==> src/rtl/ivt_pkg.sv <==
package ivt_pkg;
    localparam int IVT_W   = 8;
    localparam int FRQ_W   = 2;
    localparam int IVL_W   = 3;
    localparam int FRQ_TAP = 4;

    typedef struct packed {
        logic             src_sel;
        logic             hold;
        logic             div;
        logic [FRQ_W-1:0] frq;
        logic [IVL_W-1:0] ivl;
    } ivt_ctrl_t;

    typedef enum logic [1:0] {
        A_CTRL = 2'd0,
        A_CNTA = 2'd1,
        A_CNTB = 2'd2,
        A_FLAG = 2'd3
    } ivt_addr_e;

    typedef enum logic {
        FLG_CLEAR   = 1'b0,
        FLG_PENDING = 1'b1
    } ivt_flag_e;
endpackage

==> src/rtl/ivt_counter.sv <==
module ivt_counter #(
    parameter int W        = 8,
    parameter int TSW      = 3,
    parameter int TAP_BASE = 0
) (
    input  logic           clk,
    input  logic           rst_n,
    input  logic           tick,
    input  logic           run,
    input  logic           load,
    input  logic [W-1:0]   load_val,
    input  logic [TSW-1:0] tap_sel,
    output logic [W-1:0]   count,
    output logic           carry,
    output logic           tap_rise
);
    localparam int IW = $clog2(W);

    logic          adv;
    logic [W-1:0]  nxt;
    logic [IW-1:0] tap_idx;

    assign adv      = tick & run & ~load;
    assign nxt      = count + W'(1);
    assign tap_idx  = IW'(TAP_BASE) + IW'(tap_sel);
    assign carry    = adv & (&count);
    assign tap_rise = adv & ~count[tap_idx] & nxt[tap_idx];

    always_ff @(posedge clk) begin
        if (!rst_n)      count <= '0;
        else if (load)   count <= load_val;
        else if (adv)    count <= nxt;
    end

    // each advance raises the value by one
    p_step_r2: assert property (@(posedge clk) disable iff (!rst_n)
        (tick && run && !load) |=> count == $past(count) + W'(1));
    // a carry is followed by a zero count
    p_wrap_r2: assert property (@(posedge clk) disable iff (!rst_n)
        carry |=> count == '0);
    // a load takes the written value
    p_load_r8: assert property (@(posedge clk) disable iff (!rst_n)
        load |=> count == $past(load_val));
    // a stopped counter keeps its value
    p_stop_r4: assert property (@(posedge clk) disable iff (!rst_n)
        (!run && !load) |=> $stable(count));
endmodule

==> src/rtl/ivt_flag.sv <==
module ivt_flag
    import ivt_pkg::*;
(
    input  logic clk,
    input  logic rst_n,
    input  logic set_ev,
    input  logic clr_req,
    output logic flag
);
    ivt_flag_e state, state_nxt;

    always_ff @(posedge clk) begin
        if (!rst_n) state <= FLG_CLEAR;
        else        state <= state_nxt;
    end

    always_comb begin
        state_nxt = state;
        unique case (state)
            FLG_CLEAR:   if (set_ev)              state_nxt = FLG_PENDING;
            FLG_PENDING: if (clr_req && !set_ev)  state_nxt = FLG_CLEAR;
        endcase
    end

    always_comb begin
        flag = (state == FLG_PENDING);
    end

    // an event always leaves the flag set
    p_set_r7: assert property (@(posedge clk) disable iff (!rst_n)
        set_ev |=> flag);
    // without a clear the flag stays set
    p_sticky_r7: assert property (@(posedge clk) disable iff (!rst_n)
        (flag && !clr_req) |=> flag);
    // a clear with no event drops it
    p_clear_r7: assert property (@(posedge clk) disable iff (!rst_n)
        (clr_req && !set_ev) |=> !flag);
endmodule

==> src/rtl/cascade_timer.sv <==
module cascade_timer
    import ivt_pkg::*;
(
    input  logic             clk,
    input  logic             rst_n,
    input  logic             aux_tick,
    input  logic             sub_tick,
    input  logic             bus_wr,
    input  logic [1:0]       bus_addr,
    input  logic [IVT_W-1:0] bus_wdata,
    output logic [IVT_W-1:0] bus_rdata,
    output logic             irq_flag,
    output logic             refresh_strobe
);
    ivt_ctrl_t        ctrl;
    logic             ld_a, ld_b, wr_ctrl, clr_req;
    logic             run_a, run_b, src_b;
    logic [IVT_W-1:0] cnt_a, cnt_b;
    logic             carry_a, carry_b, ivl_rise;

    assign wr_ctrl = bus_wr && (ivt_addr_e'(bus_addr) == A_CTRL);
    assign ld_a    = bus_wr && (ivt_addr_e'(bus_addr) == A_CNTA);
    assign ld_b    = bus_wr && (ivt_addr_e'(bus_addr) == A_CNTB);
    assign clr_req = bus_wr && (ivt_addr_e'(bus_addr) == A_FLAG) && bus_wdata[0];

    assign run_a = ~(ctrl.hold & ctrl.div);
    assign run_b = ~ctrl.hold;

    always_ff @(posedge clk) begin
        if (!rst_n)       ctrl <= '0;
        else if (wr_ctrl) ctrl <= ivt_ctrl_t'(bus_wdata);
    end

    always_comb begin
        unique case ({ctrl.src_sel, ctrl.div})
            2'b00:   src_b = aux_tick;
            2'b10:   src_b = sub_tick;
            default: src_b = carry_a;
        endcase
    end

    ivt_counter #(.W(IVT_W), .TSW(FRQ_W), .TAP_BASE(FRQ_TAP)) i_cnt_a (
        .clk(clk), .rst_n(rst_n), .tick(aux_tick), .run(run_a),
        .load(ld_a), .load_val(bus_wdata), .tap_sel(ctrl.frq),
        .count(cnt_a), .carry(carry_a), .tap_rise(refresh_strobe)
    );

    ivt_counter #(.W(IVT_W), .TSW(IVL_W), .TAP_BASE(0)) i_cnt_b (
        .clk(clk), .rst_n(rst_n), .tick(src_b), .run(run_b),
        .load(ld_b), .load_val(bus_wdata), .tap_sel(ctrl.ivl),
        .count(cnt_b), .carry(carry_b), .tap_rise(ivl_rise)
    );

    ivt_flag i_flag (
        .clk(clk), .rst_n(rst_n), .set_ev(ivl_rise), .clr_req(clr_req),
        .flag(irq_flag)
    );

    always_comb begin
        unique case (ivt_addr_e'(bus_addr))
            A_CTRL: bus_rdata = ctrl;
            A_CNTA: bus_rdata = cnt_a;
            A_CNTB: bus_rdata = cnt_b;
            A_FLAG: bus_rdata = {{(IVT_W-1){1'b0}}, irq_flag};
        endcase
    end

    // hold freezes counter B
    p_hold_b_r4: assert property (@(posedge clk) disable iff (!rst_n)
        (ctrl.hold && !ld_b) |=> cnt_b == $past(cnt_b));
    // hold with divide freezes counter A
    p_hold_a_r4: assert property (@(posedge clk) disable iff (!rst_n)
        (ctrl.hold && ctrl.div && !ld_a) |=> cnt_a == $past(cnt_a));
    // the cascade carry advances counter B
    p_cascade_r3: assert property (@(posedge clk) disable iff (!rst_n)
        (ctrl.div && !ctrl.hold && carry_a && !ld_b) |=> cnt_b == $past(cnt_b) + 8'd1);
    // subsystem tick advances counter B when selected
    p_subsrc_r3: assert property (@(posedge clk) disable iff (!rst_n)
        (ctrl.src_sel && !ctrl.div && !ctrl.hold && sub_tick && !ld_b)
        |=> cnt_b == $past(cnt_b) + 8'd1);
    // counter B wraps to zero
    p_bwrap_r5: assert property (@(posedge clk) disable iff (!rst_n)
        carry_b |=> cnt_b == '0);
    // the strobe only fires on an auxiliary tick
    p_strobe_r6: assert property (@(posedge clk) disable iff (!rst_n)
        refresh_strobe |-> (aux_tick && !ld_a));
endmodule

==> config.mk <==
export PLATFORM = sky130hd
export DESIGN_NAME = cascade_timer
export DESIGN_NICKNAME = d
export VERILOG_FILES = /design/src/rtl/ivt_pkg.sv /design/src/rtl/ivt_counter.sv /design/src/rtl/ivt_flag.sv /design/src/rtl/cascade_timer.sv
export SDC_FILE = /design/constraint.sdc
export NUM_CORES = 1
export LEC_CHECK = 0
export BUFFER_PORTS_ARGS = -buffer_cell sky130_fd_sc_hd__buf_4
export CORE_UTILIZATION = 50
export CTS_BUF_LIST = sky130_fd_sc_hd__clkbuf_4 sky130_fd_sc_hd__clkbuf_8
export CTS_CLUSTER_DIAMETER = 120
export DETAILED_ROUTE_END_ITERATION = 6
export MAX_ROUTING_LAYER = met4
export PLACE_DENSITY = 0.75
export REMOVE_ABC_BUFFERS = 1
export SYNTH_ARGS = -nofsm -noshare
export SYNTH_HDL_FRONTEND = slang
export SYNTH_HIERARCHICAL = 1
export SYNTH_SLANG_ARGS = --single-unit
==> constraint.sdc <==
create_clock -name clk -period 2.4 [get_ports clk]
set_clock_uncertainty 0.15 [all_clocks]
set_input_delay 0.72 -clock clk [delete_from_list [all_inputs] [get_ports clk]]
set_output_delay 0.72 -clock clk [all_outputs]
set_load 0.01 [all_outputs]
# Word-level counts from Yosys, hierarchy flattened
# Cells that the tools add are included.
op_classes:
  n_addsub: 3
  magnitude_cmp: 2
  eq_ne: 4
  n_mux: 17
  bitwise_logic: 17
  n_reduce_logical: 12
op_table:
  columns: ["cell", "count"]
  rows:
  - ["$mux W8", 4]
  - ["$pmux W8 S4", 1]
  - ["$add A8 B1 Y8 const B", 2]
  - ["$bmux W1 S3", 4]
  - ["$and A1 B1 Y1", 10]
  - ["$lt A3 B4 Y1 const B", 2]
  - ["$reduce_and A8 Y1", 1]
  - ["$not A1 Y1", 7]
  - ["$eq A2 B2 Y1 const B", 3]
  - ["$logic_and A1 B1 Y1", 6]
  - ["$mux W1", 6]
  - ["$logic_not A2 Y1", 2]
  - ["$pmux W1 S2", 2]
  - ["$reduce_bool A2 Y1", 2]
  - ["$add A3 B2 Y3 const A", 1]
  - ["$eq A2 B1 Y1 const B", 1]
  - ["$logic_not A1 Y1", 1]
totals:
  ff_bits: 25
  input_bits: 15
  out_inout_bits: 10
  word_cells: 63

# Depth between registers and ports, before layout
logic_depth:
  ltp_word: 14
  ltp_mapped: 11
  depth_no_buf: 9

# Modules after synthesis
# The synthesis kept the hierarchy.
modules_own_cells:
  columns: ["module", "n_inst", "cells_each", "area_per_inst_um2", "seq_area_each_um2"]
  rows:
  - ["ivt_counter at i_cnt_a", 1, 72, 589.3, 160.2]
  - ["cascade_timer", 1, 65, 568.0, 160.2]
  - ["ivt_counter at i_cnt_b", 1, 67, 531.8, 160.2]
  - ["ivt_flag", 1, 3, 41.3, 20.0]

# Worst setup path before layout
# No wires, ideal clock.
synth_path:
  path_kind: "input port to flip-flop"
  from: "in bus_addr[0]"
  to: "reg i_cnt_b.count[6]"
  setup_ns: 0.131
  arrival_time_ns: 2.182
  required_ns: 2.119
  setup_slack_ns: -0.063
  path_stages: 11
  n_path_buf: 2
  path_cell_list: "buf_6 > nand2_1 > nor2_1 > buf_4 > nor4b_1 > nand2_1 > o21ai_0 > nand2_1 > nor3_1 > xnor2_1 > a21oi_1"
synth_via:
  elab_chain_len: 9
  word_cells_on_any_way: 13
  cone_classes: "eq/ne: 2; mux: 2; bitwise: 6; reduce/logical: 3"
synth_rtl:
  columns: ["element", "line", "rtl"]
  rows:
  - ["start, declared", "cascade_timer.sv:9", "input logic [1:0] bus_addr,"]
  - ["$eq A2 B1 Y1", "cascade_timer.sv:22", "assign ld_a = bus_wr && (ivt_addr_e'(bus_addr) == A_CNTA);"]
  - ["$logic_and A1 B1 Y1", "cascade_timer.sv:22", null]
  - ["named net ld_a", "cascade_timer.sv:16", "logic ld_a, ld_b, wr_ctrl, clr_req;"]
  - ["$not A1 Y1", "ivt_counter.sv:23", "assign adv = tick & run & ~load;"]
  - ["$and A1 B1 Y1", "ivt_counter.sv:23", null]
  - ["$and A1 B1 Y1", "ivt_counter.sv:26", "assign carry = adv & (&count);"]
  - ["named net carry_a", "cascade_timer.sv:19", "logic carry_a, carry_b, ivl_rise;"]
  - ["$pmux W1 S2", "cascade_timer.sv:35", "unique case ({ctrl.src_sel, ctrl.div})"]
  - ["named net src_b", "cascade_timer.sv:17", "logic run_a, run_b, src_b;"]
  - ["$and A1 B1 Y1 (2 in a row)", "ivt_counter.sv:23", null]
  - ["$reduce_bool A2 Y1 (no line)", null, null]
  - ["end signal, assigned", "ivt_counter.sv:31", "else if (load) count <= load_val;"]
  - ["end signal, assigned", "ivt_counter.sv:32", "else if (adv) count <= nxt;"]
  - ["end, declared", "ivt_counter.sv:13", "output logic [W-1:0] count,"]
# The timed path passes the listed nets, and every way through them passes these cells.
# A chain may end at the register's enable or synchronous reset.

# Worst setup path after layout
layout_path:
  from: "reg ctrl[3] (netlist name)"
  to: "out refresh_strobe"
layout_via:
  elab_chain_len: 6
  word_cells_on_any_way: 8
  cone_classes: "add/sub: 1; mux: 4; bitwise: 3"
layout_rtl:
  columns: ["element", "line", "rtl"]
  rows:
  - ["start, declared", "cascade_timer.sv:15", "ivt_ctrl_t ctrl;"]
  - ["start signal, assigned", "cascade_timer.sv:31", "else if (wr_ctrl) ctrl <= ivt_ctrl_t'(bus_wdata);"]
  - ["$add A3 B2 Y3 (*)", "ivt_counter.sv:25", "assign tap_idx = IW'(TAP_BASE) + IW'(tap_sel);"]
  - ["$bmux W1 S3", "ivt_counter.sv:27", "assign tap_rise = adv & ~count[tap_idx] & nxt[tap_idx];"]
  - ["$mux W1 (not written as such)", "ivt_counter.sv:27", null]
  - ["$not A1 Y1", "ivt_counter.sv:27", null]
  - ["$and A1 B1 Y1", "ivt_counter.sv:27", null]
  - ["$and A1 B1 Y1 (*)", "ivt_counter.sv:27", null]
  - ["end, declared", "cascade_timer.sv:13", "output logic refresh_strobe"]
# Every way passes the cells marked *; elsewhere a longest branch is shown, timed or not. The select of a mux whose other input is x is not followed.

==> summary.md <==
| Metric | Value |
|---|---|
| Ordered cell list for the critical path | `mux4_2 -> nor3_1 -> and4bb_1 -> buf_4` |
| Sw frac | `0.3003` |
| Worst EP arrival | `1.66 ns` |
| Failing checks | `setup timing` |
| Sw power | `0.2767 mW` |
| RSZ-0062 raised after global routing | `true` |
| Clock Latency Late Sink | `0.32 ns` |
| Setup TNS | `-0.1309 ns` |
| Register share of total power | `0.515` |
| Core Footprint | `3153 sq um` |
| Most frequent cells in the layout | `buf_4 (44), nand2_1 (31), mux2i_1 (18)` |
| Clk pwr share | `0.221` |
| GPL Wtd Cong | `0.8277` |
| Vias | `1628` |
| Vias in the first global route | `1490` |
| Reg2reg start | `i_cnt_a/count[0]` |
| Routed len/inst | `14.41 um` |
| Die Span Y | `60.62 um` |
| CTS root buf | `clkbuf_4` |
| Total Die Area | `3674 sq um` |
| R2R cell count | `11` |
| Post-layout net count | `268` |
| Relative slew slack | `0.7678` |
| Clock transition at path regs | `0.14 ns` |
| CTS tree | `built` |
| Post-layout worst setup margin | `-0.1309 ns` |
| Mapped Area | `1718 sq um` |
| Diode count | `0` |
| Layout cells sized above 1 | `0.3400` |
| Largest net degree at the start of global routing | `34` |
| Area growth, synth to finish | `30.88%` |
| Dpl cells | `284` |
| Pre-CTS WS | `-0.1506 ns` |
| Largest delay share family, worst path | `multiplexers` |
| Max-slew violation count | `0` |
| Post-route ant nets | `0` |
| Slowest cell delay on critical path | `0.50 ns` |
| Worst slew pin tran | `0.3479 ns` |
| Inserted Clock Buffers | `3` |
| Row cnt | `20` |
| Crit Path Category | `reg -> out` |
| Comb pwr share | `0.264` |
| Final period util | `1.055` |
| Reg2reg setup slack | `0.23 ns` |
| Initial Util | `0.5448` |
| Slowest cell on crit path | `mux4_2` |
| Initial antenna violation count | `0` |
| Vias/cell | `5.537` |
| Final min period | `2.531 ns` |
| DRC | `0` |
| WHS Path Cells | `2` |
| Internal power | `0.6446 mW` |
| CP endpoint kind | `primary output` |
| Mapped Cells | `205` |
| Leakage power | `0.8771 nW` |
| PwrDens | `409.7 nW/um^2` |
| Final Power | `0.9213 mW` |
| I/O Buffers | `24` |
| Post-Syn Area per Cell | `8.380 sq um` |
| Hold Buf Count CTS | `0` |
| Most common cell after layout, fill and taps aside | `buf_4` |
| Final core occ | `0.7131` |
| Crit path buf inv count | `1` |
| Clk sinks | `25` |
| Max_cap viols | `0` |
| Max FO, Critical Path | `2` |
| TritonRoute pass-1 iters | `4` |
| GRT Util Overall | `0.2631` |
| Final cell count without fillers | `294` |
| Boundary pin count | `25` |
| HPWL after DPL | `3142 um` |
| Starting DRT DRC Count | `39` |
| Setup violations, final | `1` |
| CP startpoint | `ctrl[3]` |
| Critical Path Stages | `4` |
| Synth warn | `6` |
| H-tree Lvls | `1` |
| IR drop worst, VDD | `0.2280 mV` |
| Req. time, crit path | `1.53 ns` |
| Post-Layout Inst Area | `2248 sq um` |
| Global route overflow | `0` |
| Total Wirelength | `4238 um` |
| Final hold viol count | `0` |
| CTS max path bufs | `2` |
| First-pass GRT wire length | `6879 um` |
| Reg2reg end | `i_cnt_b/count[6]` |
| Status | `complete, but fails checks` |
| Post-DP Area | `2036 sq um` |
| WHS | `0.3473 ns` |
| Hold WC Path Type | `reg -> reg` |
| Crit start category | `register` |
| Achievable Freq | `395.1 MHz` |
| Die width | `60.62 um` |
| End of the critical path | `refresh_strobe` |
flip-flops by register name, indices dropped and copies added, names as in the netlist:
signal         flops
i_cnt_b/count      8
i_flag/flag        1
ctrl               8
i_cnt_a/count      8
metal layers:
metal  vias up  GRT usage  wire length [um]
li1        834          -                 -
met1       739     0.3429              2016
met2        47     0.4317              1962
met3         8    0.02132               190
met4         0    0.08442                68
met5         -          -                 0
worst register-to-register path: stages, from the launching register on:
cell,delay [ns]
dfxtp_2,0.38
ha_4,0.17
buf_4,0.12
nand4_1,0.11
nor4b_1,0.26
nand2_1,0.08
o21ai_0,0.11
nand2_1,0.08
buf_4,0.18
nor3_1,0.19
xnor2_1,0.15
a21oi_1,0.08
power groups by stage:
stage               clock, mW  sequential [mW]  combinational, mW
finish                  0.204            0.474              0.243
global route            0.227            0.479              0.267
CTS                     0.204            0.474              0.236
detailed placement          0            0.482              0.217
global placement            0            0.481              0.213
floorplan                   0            0.480              0.111
layout make-up:
type                       instances  area [sq um]
inverter                           6         22.52
fill                             266         904.6
timing repair buffer              50         401.6
tap                               44         55.05
clock buffer                       4         30.03
multi-input combinational        165          1214
sequential                        25         525.5
what timing repair did:
action                                  4_1_cts  5_1_grt
endpoints found under the setup margin        8        8
buffers inserted                              4        2
pin swaps                                     3        3
gates resized for setup                      27        8
worst min-delay path by stage:
stage / from / endpoint / slack (ns)
2_1_floorplan: ctrl[6] / ctrl[6] / 0.31
3_3_place_gp: ctrl[7] / ctrl[7] / 0.33
3_5_place_dp: ctrl[7] / ctrl[7] / 0.33
4_1_cts: ctrl[7] / ctrl[7] / 0.35
5_1_grt: ctrl[7] / ctrl[7] / 0.38
6_report: ctrl[7] / ctrl[7] / 0.35
No activity file was read; power rests on OpenSTA's default activity.
